[src/rtl/acc40_pkg.sv]
package acc40_pkg;

    localparam logic [7:0] OP_HALT  = 8'h00;
    localparam logic [7:0] OP_LD    = 8'h01;
    localparam logic [7:0] OP_LDN   = 8'h02;
    localparam logic [7:0] OP_LDA   = 8'h03;
    localparam logic [7:0] OP_LDNA  = 8'h04;
    localparam logic [7:0] OP_ADD   = 8'h05;
    localparam logic [7:0] OP_SUB   = 8'h06;
    localparam logic [7:0] OP_ADDA  = 8'h07;
    localparam logic [7:0] OP_SUBA  = 8'h08;
    localparam logic [7:0] OP_LDMQ  = 8'h09;
    localparam logic [7:0] OP_MQ2AC = 8'h0A;
    localparam logic [7:0] OP_MUL   = 8'h0B;
    localparam logic [7:0] OP_DIV   = 8'h0C;
    localparam logic [7:0] OP_JL    = 8'h0D;
    localparam logic [7:0] OP_JR    = 8'h0E;
    localparam logic [7:0] OP_JPL   = 8'h0F;
    localparam logic [7:0] OP_JPR   = 8'h10;
    localparam logic [7:0] OP_SETL  = 8'h12;
    localparam logic [7:0] OP_SETR  = 8'h13;
    localparam logic [7:0] OP_SHL   = 8'h14;
    localparam logic [7:0] OP_SHR   = 8'h15;
    localparam logic [7:0] OP_ST    = 8'h21;

    typedef enum logic [2:0] {
        ST_FETCH, ST_FWAIT, ST_SPLIT, ST_EXEC,
        ST_OPRD,  ST_OPEX,  ST_MD,    ST_HALT
    } state_e;

    function automatic logic needs_operand(input logic [7:0] op);
        return (op >= OP_LD && op <= OP_LDMQ) || op == OP_MUL || op == OP_DIV ||
               op == OP_SETL || op == OP_SETR;
    endfunction

    function automatic logic is_jump(input logic [7:0] op);
        return op >= OP_JL && op <= OP_JPR;
    endfunction

    function automatic logic jump_to_right(input logic [7:0] op);
        return op == OP_JR || op == OP_JPR;
    endfunction

    function automatic logic jump_is_cond(input logic [7:0] op);
        return op == OP_JPL || op == OP_JPR;
    endfunction

endpackage

[src/rtl/acc40_alu.sv]
module acc40_alu
    import acc40_pkg::*;
#(
    parameter int W = 40
) (
    input  logic [7:0]   op,
    input  logic [W-1:0] ac,
    input  logic [W-1:0] mq,
    input  logic [W-1:0] m,
    output logic [W-1:0] res
);
    logic [W-1:0] mag;

    always_comb begin
        mag = m[W-1] ? -m : m;
        case (op)
            OP_LD:    res = m;
            OP_LDN:   res = -m;
            OP_LDA:   res = mag;
            OP_LDNA:  res = -mag;
            OP_ADD:   res = ac + m;
            OP_SUB:   res = ac - m;
            OP_ADDA:  res = ac + mag;
            OP_SUBA:  res = ac - mag;
            OP_MQ2AC: res = mq;
            OP_SHL:   res = {ac[W-2:0], 1'b0};
            OP_SHR:   res = {ac[W-1], ac[W-1:1]};
            default:  res = ac;
        endcase
    end
endmodule

[src/rtl/acc40_muldiv.sv]
module acc40_muldiv #(
    parameter int W = 40
) (
    input  logic         clk,
    input  logic         rst,
    input  logic         start,
    input  logic         is_div,
    input  logic [W-1:0] a,
    input  logic [W-1:0] b,
    output logic         busy,
    output logic         done,
    output logic [W-1:0] res_ac,
    output logic [W-1:0] res_mq
);
    localparam int CNT_W = $clog2(W);
    localparam logic [CNT_W-1:0] LAST = CNT_W'(W - 1);

    logic [CNT_W-1:0] cnt;
    logic [W-1:0]     hi, lo, mb;
    logic             div_r, neg_a, neg_b;
    logic [W:0]       sum, shv, diff;
    logic [2*W-1:0]   prod;

    always_comb begin
        sum  = {1'b0, hi} + (lo[0] ? {1'b0, mb} : '0);
        shv  = {hi, lo[W-1]};
        diff = shv - {1'b0, mb};
        prod = (neg_a ^ neg_b) ? -{hi, lo} : {hi, lo};
        if (div_r) begin
            res_mq = (neg_a ^ neg_b) ? -lo : lo;
            res_ac = neg_a ? -hi : hi;
        end else begin
            res_ac = prod[2*W-1:W];
            res_mq = prod[W-1:0];
        end
    end

    always_ff @(posedge clk) begin
        if (rst) begin
            cnt <= '0; hi <= '0; lo <= '0; mb <= '0;
            div_r <= 1'b0; neg_a <= 1'b0; neg_b <= 1'b0;
            busy <= 1'b0; done <= 1'b0;
        end else begin
            done <= 1'b0;
            if (start) begin
                hi    <= '0;
                lo    <= a[W-1] ? -a : a;
                mb    <= b[W-1] ? -b : b;
                neg_a <= a[W-1];
                neg_b <= b[W-1];
                div_r <= is_div;
                cnt   <= '0;
                busy  <= 1'b1;
            end else if (busy) begin
                if (div_r) begin
                    if (!diff[W]) begin
                        hi <= diff[W-1:0];
                        lo <= {lo[W-2:0], 1'b1};
                    end else begin
                        hi <= shv[W-1:0];
                        lo <= {lo[W-2:0], 1'b0};
                    end
                end else begin
                    hi <= sum[W:1];
                    lo <= {sum[0], lo[W-1:1]};
                end
                cnt <= cnt + 1'b1;
                if (cnt == LAST) begin
                    busy <= 1'b0;
                    done <= 1'b1;
                end
            end
        end
    end


    start_idle_chk: assert property (@(posedge clk) disable iff (rst) start |-> !busy);

    done_follows_busy_chk: assert property (@(posedge clk) disable iff (rst) done |-> $past(busy));
endmodule

[src/rtl/acc40_core.sv]
module acc40_core
    import acc40_pkg::*;
#(
    parameter int WORD_W = 40,
    parameter int ADDR_W = 12,
    parameter int OP_W   = 8
) (
    input  logic              clk,
    input  logic              rst,
    output logic              mem_req,
    output logic              mem_we,
    output logic [ADDR_W-1:0] mem_addr,
    output logic [WORD_W-1:0] mem_wdata,
    input  logic [WORD_W-1:0] mem_rdata,
    output logic              halted
);
    localparam int INS_W = WORD_W / 2;

    state_e            state;
    logic [ADDR_W-1:0] pc, mar;
    logic [WORD_W-1:0] mbr, ac, mq;
    logic [OP_W-1:0]   ir;
    logic [INS_W-1:0]  ibr, sel_half;
    logic              ibr_v, want_right;
    logic [WORD_W-1:0] alu_res, md_ac, md_mq, rmw_word;
    logic              md_start, md_busy, md_done;

    acc40_alu #(.W(WORD_W)) u_alu (
        .op(ir), .ac(ac), .mq(mq), .m(mbr), .res(alu_res)
    );

    acc40_muldiv #(.W(WORD_W)) u_md (
        .clk(clk), .rst(rst), .start(md_start), .is_div(ir == OP_DIV),
        .a((ir == OP_MUL) ? mq : ac), .b(mbr),
        .busy(md_busy), .done(md_done), .res_ac(md_ac), .res_mq(md_mq)
    );

    always_comb begin
        sel_half = want_right ? mbr[INS_W-1:0] : mbr[WORD_W-1 -: INS_W];
        rmw_word = mbr;
        if (ir == OP_SETL) rmw_word[INS_W +: ADDR_W] = ac[ADDR_W-1:0];
        else               rmw_word[0 +: ADDR_W]     = ac[ADDR_W-1:0];
        md_start = (state == ST_OPEX) && (ir == OP_MUL || (ir == OP_DIV && mbr != '0));
        halted   = (state == ST_HALT);
    end

    always_comb begin
        mem_req   = 1'b0;
        mem_we    = 1'b0;
        mem_addr  = mar;
        mem_wdata = ac;
        case (state)
            ST_FETCH: if (!ibr_v) begin
                mem_req  = 1'b1;
                mem_addr = pc;
            end
            ST_EXEC: if (needs_operand(ir)) mem_req = 1'b1;
                     else if (ir == OP_ST) begin
                         mem_req = 1'b1;
                         mem_we  = 1'b1;
                     end
            ST_OPEX: if (ir == OP_SETL || ir == OP_SETR) begin
                mem_req   = 1'b1;
                mem_we    = 1'b1;
                mem_wdata = rmw_word;
            end
            default: ;
        endcase
    end

    always_ff @(posedge clk) begin
        if (rst) begin
            state <= ST_FETCH; pc <= '0; mar <= '0; mbr <= '0;
            ac <= '0; mq <= '0; ir <= '0; ibr <= '0;
            ibr_v <= 1'b0; want_right <= 1'b0;
        end else begin
            case (state)
                ST_FETCH: if (ibr_v) begin
                    ir    <= ibr[INS_W-1 -: OP_W];
                    mar   <= ibr[ADDR_W-1:0];
                    ibr_v <= 1'b0;
                    state <= ST_EXEC;
                end else state <= ST_FWAIT;
                ST_FWAIT: begin
                    mbr   <= mem_rdata;
                    state <= ST_SPLIT;
                end
                ST_SPLIT: begin
                    ir         <= sel_half[INS_W-1 -: OP_W];
                    mar        <= sel_half[ADDR_W-1:0];
                    ibr        <= mbr[INS_W-1:0];
                    ibr_v      <= !want_right;
                    want_right <= 1'b0;
                    pc         <= pc + 1'b1;
                    state      <= ST_EXEC;
                end
                ST_EXEC: begin
                    state <= ST_FETCH;
                    if (needs_operand(ir)) state <= ST_OPRD;
                    else if (ir == OP_MQ2AC || ir == OP_SHL || ir == OP_SHR) ac <= alu_res;
                    else if (is_jump(ir)) begin
                        if (!jump_is_cond(ir) || !ac[WORD_W-1]) begin
                            pc         <= mar;
                            want_right <= jump_to_right(ir);
                            ibr_v      <= 1'b0;
                        end
                    end else if (ir != OP_ST) state <= ST_HALT;
                end
                ST_OPRD: begin
                    mbr   <= mem_rdata;
                    state <= ST_OPEX;
                end
                ST_OPEX: begin
                    state <= ST_FETCH;
                    case (ir)
                        OP_LDMQ:          mq <= mbr;
                        OP_MUL:           state <= ST_MD;
                        OP_DIV:           state <= (mbr == '0) ? ST_HALT : ST_MD;
                        OP_SETL, OP_SETR: ;
                        default:          ac <= alu_res;
                    endcase
                end
                ST_MD: if (md_done) begin
                    ac    <= md_ac;
                    mq    <= md_mq;
                    state <= ST_FETCH;
                end
                default: state <= ST_HALT;
            endcase
        end
    end


    halt_silent_chk: assert property (@(posedge clk) disable iff (rst)
        halted |=> (halted && !mem_req));

    buffer_no_read_chk: assert property (@(posedge clk) disable iff (rst)
        (state == ST_FETCH && ibr_v) |-> !mem_req);

    divzero_halt_chk: assert property (@(posedge clk) disable iff (rst)
        (state == ST_OPEX && ir == OP_DIV && mbr == '0) |=> (halted && !mem_we));

    write_from_store_chk: assert property (@(posedge clk) disable iff (rst)
        mem_we |-> (mem_req && (ir == OP_ST || ir == OP_SETL || ir == OP_SETR)));

    md_wait_chk: assert property (@(posedge clk) disable iff (rst)
        (state == ST_MD && md_busy) |=> (state == ST_MD));
endmodule

[config.mk]
export PLATFORM = sky130hd
export DESIGN_NAME = acc40_core
export DESIGN_NICKNAME = d
export VERILOG_FILES = /design/src/rtl/acc40_pkg.sv /design/src/rtl/acc40_alu.sv /design/src/rtl/acc40_muldiv.sv /design/src/rtl/acc40_core.sv
export SDC_FILE = /design/constraint.sdc
export NUM_CORES = 2
export LEC_CHECK = 0
export ABC_AREA = 1
export BUFFER_PORTS_ARGS = -buffer_cell sky130_fd_sc_hd__buf_2
export CAP_MARGIN = 20
export CORE_MARGIN = 4
export CORE_UTILIZATION = 45
export DETAILED_ROUTE_END_ITERATION = 8
export PLACE_DENSITY = 0.66
export SLEW_MARGIN = 20
export SYNTH_ARGS = -nofsm -noshare
export SYNTH_HDL_FRONTEND = slang
export SYNTH_SLANG_ARGS = --single-unit
[constraint.sdc]
create_clock -name clk -period 5.3 [get_ports clk]
set_input_delay 0.265 -clock clk [delete_from_list [all_inputs] [get_ports clk]]
set_output_delay 0.265 -clock clk [all_outputs]
set_load 0.005 [all_outputs]
* After elaboration in Yosys (flattened, before gate mapping)
Index checks and enable logic that the tools add are counted.
Cells by class: div/mod/pow operators 0, mux-type cells 70, $mul 0, order comparisons 4, equal/unequal tests 38, add/subtract/negate cells 14, reduce and logical (&&, ||, !) cells 36, shifts and indexed selects 0, bitwise operators 2
Operator list (count):
- $mux W40 | 21
- $pmux W40 S11 | 1
- $neg A40 Y40 | 5
- $pmux W40 S3 | 1
- $mux W12 | 9
- $add A40 B40 Y40 | 2
- $mux W80 | 1
- $neg A80 Y80 | 1
- $pmux W40 S2 | 1
- $sub A40 B40 Y40 | 2
- $eq A8 B4 Y1 const B | 7
- $pmux W12 S2 | 2
- $add A40 B41 Y41 | 1
- $sub A41 B40 Y41 | 1
- $eq A8 B5 Y1 const B | 5
- $logic_not A40 Y1 | 1
- $reduce_bool A40 Y1 | 1
- $eq A8 B3 Y1 const B | 4
- $pmux W3 S7 | 1
- $mux W20 | 1
- $mux W1 | 19
- $eq A8 B2 Y1 const B | 2
- $pmux W8 S2 | 1
- $mux W3 | 5
- 34 further kinds | 69
Storage, ports and cells: latch bits 0, register bits 308, memory bits (read-only) 0, memories kept 0, RAM bits 0

* Depth between registers and ports, before layout
depth after elaboration 9, gate-level depth with buffers 39, mapped depth without buffers 37

* Modules after synthesis
A second synthesis with hierarchy kept.
Unflattened totals: cell total of the unflattened synthesis 6449, area, all modules 36253.5 um^2
By module, submodules not included:
- acc40_muldiv | cells an instance 3307, seq. area each 2622.5 um^2, area an instance 17767.0 um^2, instances 1
- acc40_core | cells an instance 1446, seq. area each 3543.4 um^2, area an instance 9819.4 um^2, instances 1
- acc40_alu | cells an instance 1696, seq. area each 0.0 um^2, area an instance 8667.1 um^2, instances 1

* Worst setup path before layout
No wires, ideal clock.
kind flip-flop to flip-flop, start reg mbr[0], end reg ac[35], period minus slack after synthesis 4.537 ns, cell stages (with the launch flop) 35, library setup time 0.125 ns, data arrival time 4.412 ns, slack 0.763 ns, required time 5.175 ns, cell sequence dfxtp_1 -> inv_1 -> buf_4 -> ha_1 -> buf_2 -> inv_1 -> nand2_1 -> nand3_1 -> nand2_1 -> nor2_1 -> nand2_1 -> nor2_1 -> nand3_1 -> nor2_1 -> nand2_1 -> nor2_1 -> nand2_1 -> nor2_1 -> nand2_1 -> nor2_1 -> nand3_1 -> xor2_1 -> nor3_1 -> a211oi_1 -> ha_1 -> a21oi_1 -> o21a_1 -> o21ai_0 -> a221oi_1 -> nand3_1 -> or2_2 -> nand3_1 -> nand3b_1 -> o211ai_1 -> a31oi_1
On the way: cells in the longest elaborated chain, start to end 7
Ends and longest elaborated chain:
- start, declared | line acc40_core.sv:21 | logic [WORD_W-1:0] mbr, ac, mq;
- start signal, assigned | line acc40_core.sv:85 | mbr <= mem_rdata;
- start signal, assigned | line acc40_core.sv:110 | mbr <= mem_rdata;
- $neg A40 Y40 | line acc40_alu.sv:15, acc40_alu.sv:18
- $mux W40 | line acc40_alu.sv:15 | mag = m[W-1] ? -m : m;
- $sub A40 B40 Y40, or another cell as far along | line acc40_alu.sv:24 | OP_SUBA: res = ac - mag;
- $pmux W40 S11 (*) | line acc40_alu.sv:16 | case (op)
- $mux W40 | line acc40_core.sv:100 | else if (ir == OP_MQ2AC || ir == OP_SHL || ir == OP_SHR) ac <= alu_res;
- $mux W40 | line acc40_core.sv:99 | if (needs_operand(ir)) state <= ST_OPRD;
- $pmux W40 S3 (*) | line acc40_core.sv:77 | case (state)
- end signal, assigned | line acc40_core.sv:100
- end signal, assigned | line acc40_core.sv:120 | default: ac <= alu_res;
- end signal, assigned | line acc40_core.sv:124 | ac <= md_ac;
- end, declared | line acc40_core.sv:21
Mark *: on every way between the ends. The rest lies on a longest branch, timed or not. The select of a mux whose other input is x is not followed. A chain may end at the register's enable or synchronous reset.

* Final worst setup path
Ends and elaborated chain as after synthesis.

==> results.md <==
- Outcome: complete, but fails checks
- Violations in the final reports: DRC
- Clk sinks: 308
- Slew at the pin with the worst max-slew slack: 1.04 ns
- Arrival time of the worst setup path: 5.51 ns
- Relative contribution of combinational cells to total power: 53.7%
- Count of input and output buffers: 96
- Placeable core region: 67500 sq um
- Number of primary I/O pins: 97
- Via density per instance: 6.16
- Cell Pwr Density: 344 nW/um^2
- Register bit count reported by yosys: 308
- Least setup slack across all paths after layout: 0.252 ns
- Detail Route Antenna Nets: 0
- DR WL met3: 18.5 mm
- Switching power share of the total: 48.9%
- Routed length on met2: 67.0 mm
- Library cell used as clock root buffer: sky130_fd_sc_hd__clkbuf_16
- Antenna violations before repair: 6
- Post-Synthesis Net Count: 5343
- Hold_sp: mem_rdata[2]
- Top cells by area, synth: sky130_fd_sc_hd__dfxtp_1 (20%), sky130_fd_sc_hd__nand2_1 (13%), sky130_fd_sc_hd__a21oi_1 (8.0%), sky130_fd_sc_hd__o21ai_0 (7.9%), sky130_fd_sc_hd__inv_1 (7.6%)
- Layout area overhead: 13.6%
- Clock latency on the worst-skew pair: 0.61 ns
- Final layout net count: 5503
- Worst flop-to-flop path endpoint: ac[35]
- Worst reg-to-reg setup slack: 0.25 ns
- Cell-internal power: 6.16 mW
- Vias in the first global route: 34970
- Vias after detailed routing: 38473
- Final Hold Fails: 0
- Cell with the most instances on the worst path: sky130_fd_sc_hd__nand2_1
- Yosys warns: 0
- Pin count of the biggest net entering global routing: 73
- P_leak: 16.4 nW
- Total count of max-transition violations in the final report: 0
- Layout cells sized above 1: 11.5%
- Reported max-cap violation count: 0
- Nature of the critical path startpoint: register
- WL per Instance: 25.6 um
- Origin of the critical flop-to-flop path: mbr[0]
- Post-synthesis cell type with the largest combined area: sky130_fd_sc_hd__dfxtp_1
- Clock transition time at the flip-flop clock pins of the worst setup and hold paths: 0.07 ns
- GRT Residual Overflow: 0
- Overall routed net length: 160 mm
- Number of filler instances in the final layout: 7227
- Slowest Stage Delay on Critical Path: 0.34 ns
- Post-Synth Simple-Gate Area: 29.6%
- DRC violation count after routing: 26
- Initial Util: 45.7%
- Slowest stage cell on the critical path: sky130_fd_sc_hd__dfxtp_1
- Overall routing resource usage: 41.7%
- Adder-cell share of the synthesized area: 5.35%
- Compound-Gate Fraction of Synth Area: 30.4%
- Starting DRC count in detailed routing: 4738
- Fin crit share: 95.3%
- Portion of total power attributed to the clock network: 23.7%
- Max H-tree Level: 2
- Slew margin rel.: 29.7%
- Yosys cell types: 68
- Top fanout value on the critical path: 7
- Fraction of registers with async set or reset after synthesis: 0%
- TritonRoute pass-1 iters: 9
- Net switching power figure: 5.90 mW
- Detailed-placement wirelength estimate: 126 mm
- Post-route setup TNS: 0 ns
- Cells on Worst Hold Path: 3
- Data required time at the worst endpoint: 5.76 ns
- Die X-Extent: 270 um
- Placement-stage worst setup slack: 0.195 ns
- Post-synthesis instance area: 30900 sq um
- Post-synthesis share of cell area spent on xor and xnor gates: 3.26%
- Overall die area: 72800 sq um
- Number of synthesized flops with an enable pin: 0
- Final number of setup-violating endpoints: 0
- Fraction of post-synthesis cell area in the top cell type by area: 20.0%
- VDD IR max: 254 uV
- Mean post-synth cell area: 5.97 sq um
- Die boundary height: 270 um
- Total CTS buffers: 39
- Number of cells produced by synthesis: 5171
- Clock Skews: 0.0302 ns
- Mux contribution to synthesized area: 0%
- Wire length of the first global-routing pass: 231 mm
- Min Tclk post-route: 5.05 ns
- Setup repair after global routing missed its margin: true
- Combinational family with the most area after synthesis: compound AO/OA/AOI/OAI gates
- Type of the tightest min-delay check: primary input to register
- Part of the power in registers: 22.6%
- Critical Path Sink Type: register
- Worst reg2reg path depth: 34
- Crit Path Class: register to register
- Number of buffers on the longest clock path: 3
- Cell Rows: 95
- Highest routed layer: met5
- TritonCTS clock tree: built
- Main flop type after synthesis: sky130_fd_sc_hd__dfxtp_1
- Register area share after synthesis: 20.0%
- Max Fclk: 198 MHz
- Final RePlAce weighted congestion: 1.07
- Endpoint, Worst Hold: mbr[2]
- Met1 wire length: 62.2 mm
## flip-flops by register name, indices dropped and copies added, names as in the netlist
register and count:
ac 40, mbr 40, mq 40, u_md.hi 40, u_md.lo 40, u_md.mb 40
ibr 20, mar 12, pc 12, ir 8, u_md.cnt 6, state 3
ibr_v 1, u_md.busy 1, u_md.div_r 1, u_md.done 1, u_md.neg_a 1, u_md.neg_b 1
want_right 1
## area by class of cell
cell class                 instances  area [sq um]  area share [%]
antenna                            8          20.0          0.0571
clock buffer                      50          1060            3.02
clock inverter                    22           275           0.785
inverter                         648          2430            6.94
multi-input combinational       3961         21400            60.9
sequential                       308          6170            17.6
tap                              873          1090            3.12
timing repair buffer             373          2650            7.56
## routing by layer
layer	vias up	track usage, %
met1	17628	53.4
li1	18035	-
met2	2301	63.3
met3	505	10.2
met4	4	25.6
met5	-	0
## power by group through the flow
stage | clock network, mW | logic (mW) | registers (mW)
CTS | 2.89 | 6.09 | 2.71
finish | 2.87 | 6.48 | 2.72
floorplan | 0 | 3.60 | 2.68
detailed placement | 0 | 6.05 | 2.76
global route | 2.98 | 6.80 | 2.74
global placement | 0 | 6.08 | 2.76
## worst max path at each step
stage	slack, ns	to	start
after floorplan	0.76	ac[35]	mbr[0]
after global placement	0.17	ac[38]	mbr[0]
after detailed placement	0.20	ac[35]	mbr[0]
after CTS	0.16	ac[35]	mbr[0]
after global routing	-0.05	ac[34]	mbr[0]
final	0.25	ac[35]	mbr[0]
## cells by family after synthesis
family | Yosys count
DFF | 308
xor gates and xnor gates | 115
buffers and inverters | 902
and+or+nand+nor | 2126
AOI/OAI and AO/OA | 1590
adders and majority gates | 130
## Yosys cell counts, drive strengths merged (3+ instances only)
library cell  count
o221ai           33
o211ai          108
fa                3
a41oi             5
nor2            554
a21oi           493
o221a             4
o21a             23
clkbuf          185
buf              69
a311oi            3
nor3            101
nand3b            3
o21ai           535
ha              127
nand2          1079
xnor2            36
o2111ai          26
a31oi            85
inv             642
dfxtp           308
and2             11
and3              9
a21boi            3
nand4            42
xor2             79
a221oi           40
clkinv            6
a211oi           34
a2111oi          14
o21bai           10
nand3           272
o31ai             8
o22ai           138
a21o             18
nor4             16
or2              36
## worst max-delay path: cells and delay by family (launching register included)
family | cells | cell delay [ns]
flip-flops | 1 | 0.34
adder cells (fa/ha/maj) | 2 | 0.47
buffers and inverters | 4 | 0.49
AO/OA/AOI/OAI | 7 | 1.13
XOR/XNOR | 1 | 0.20
AND/OR/NAND/NOR | 20 | 2.26
## per-stage QoR
step,cell area [sq um],utilization [%],hold WS (ns),total power [mW],cells
6_report,35100,51.9,0.00964,12.1,6243
4_1_cts,34900,51.6,0.00453,11.7,6229
3_3_place_gp,33200,49.2,0.460,8.84,6128
3_5_place_dp,33200,49.2,0.467,8.81,6128
2_1_floorplan,30900,-,0.453,6.28,5171
5_1_grt,35000,51.9,0.0374,12.5,6235
## cells in the final DEF, fill, tap and decap left out, types with 9 or more instances in the layout
cell / synthesis / routed
sky130_fd_sc_hd__a31oi_1: 85 / 85
sky130_fd_sc_hd__a221oi_2: 7 / 9
sky130_fd_sc_hd__nand2_1: 1048 / 1047
sky130_fd_sc_hd__o221ai_1: 33 / 33
sky130_fd_sc_hd__o21ai_0: 484 / 482
sky130_fd_sc_hd__inv_2: 14 / 16
sky130_fd_sc_hd__o21ai_1: 40 / 41
sky130_fd_sc_hd__nand3_1: 264 / 264
sky130_fd_sc_hd__nor2_1: 512 / 495
sky130_fd_sc_hd__and3_1: 9 / 9
sky130_fd_sc_hd__o211ai_1: 108 / 108
sky130_fd_sc_hd__a221oi_1: 33 / 31
sky130_fd_sc_hd__o21bai_1: 10 / 10
sky130_fd_sc_hd__nor2_2: 27 / 41
sky130_fd_sc_hd__or2_2: 35 / 35
sky130_fd_sc_hd__nand4_1: 42 / 42
sky130_fd_sc_hd__ha_1: 127 / 125
sky130_fd_sc_hd__nor2_4: 13 / 16
sky130_fd_sc_hd__buf_2: 36 / 95
sky130_fd_sc_hd__dfxtp_1: 308 / 305
sky130_fd_sc_hd__o2111ai_1: 26 / 26
sky130_fd_sc_hd__xnor2_1: 36 / 36
sky130_fd_sc_hd__dlygate4sd3_1: 0 / 29
sky130_fd_sc_hd__and2_1: 11 / 11
sky130_fd_sc_hd__o21a_1: 23 / 23
sky130_fd_sc_hd__a211oi_1: 34 / 28
sky130_fd_sc_hd__nand2_2: 27 / 28
sky130_fd_sc_hd__a21o_1: 18 / 18
sky130_fd_sc_hd__buf_4: 7 / 247
sky130_fd_sc_hd__a21oi_1: 492 / 489
sky130_fd_sc_hd__nor4_1: 15 / 13
sky130_fd_sc_hd__xor2_1: 79 / 76
sky130_fd_sc_hd__a2111oi_0: 14 / 14
sky130_fd_sc_hd__nor3_1: 95 / 94
sky130_fd_sc_hd__inv_1: 628 / 626
sky130_fd_sc_hd__o22ai_1: 138 / 138
sky130_fd_sc_hd__o21ai_2: 9 / 10
sky130_fd_sc_hd__clkbuf_16: 0 / 39
## repair_timing
| item | 4_1_cts | 5_1_grt |
|---|---|---|
| hold buffers | 29 | 0 |
| endpoints found under the setup margin | 0 | 14 |
| gates resized for setup | 0 | 33 |
| hold endpoints to repair | 29 | 0 |
| buffers inserted | 0 | 6 |
No activity file was read; power rests on OpenSTA's default activity.
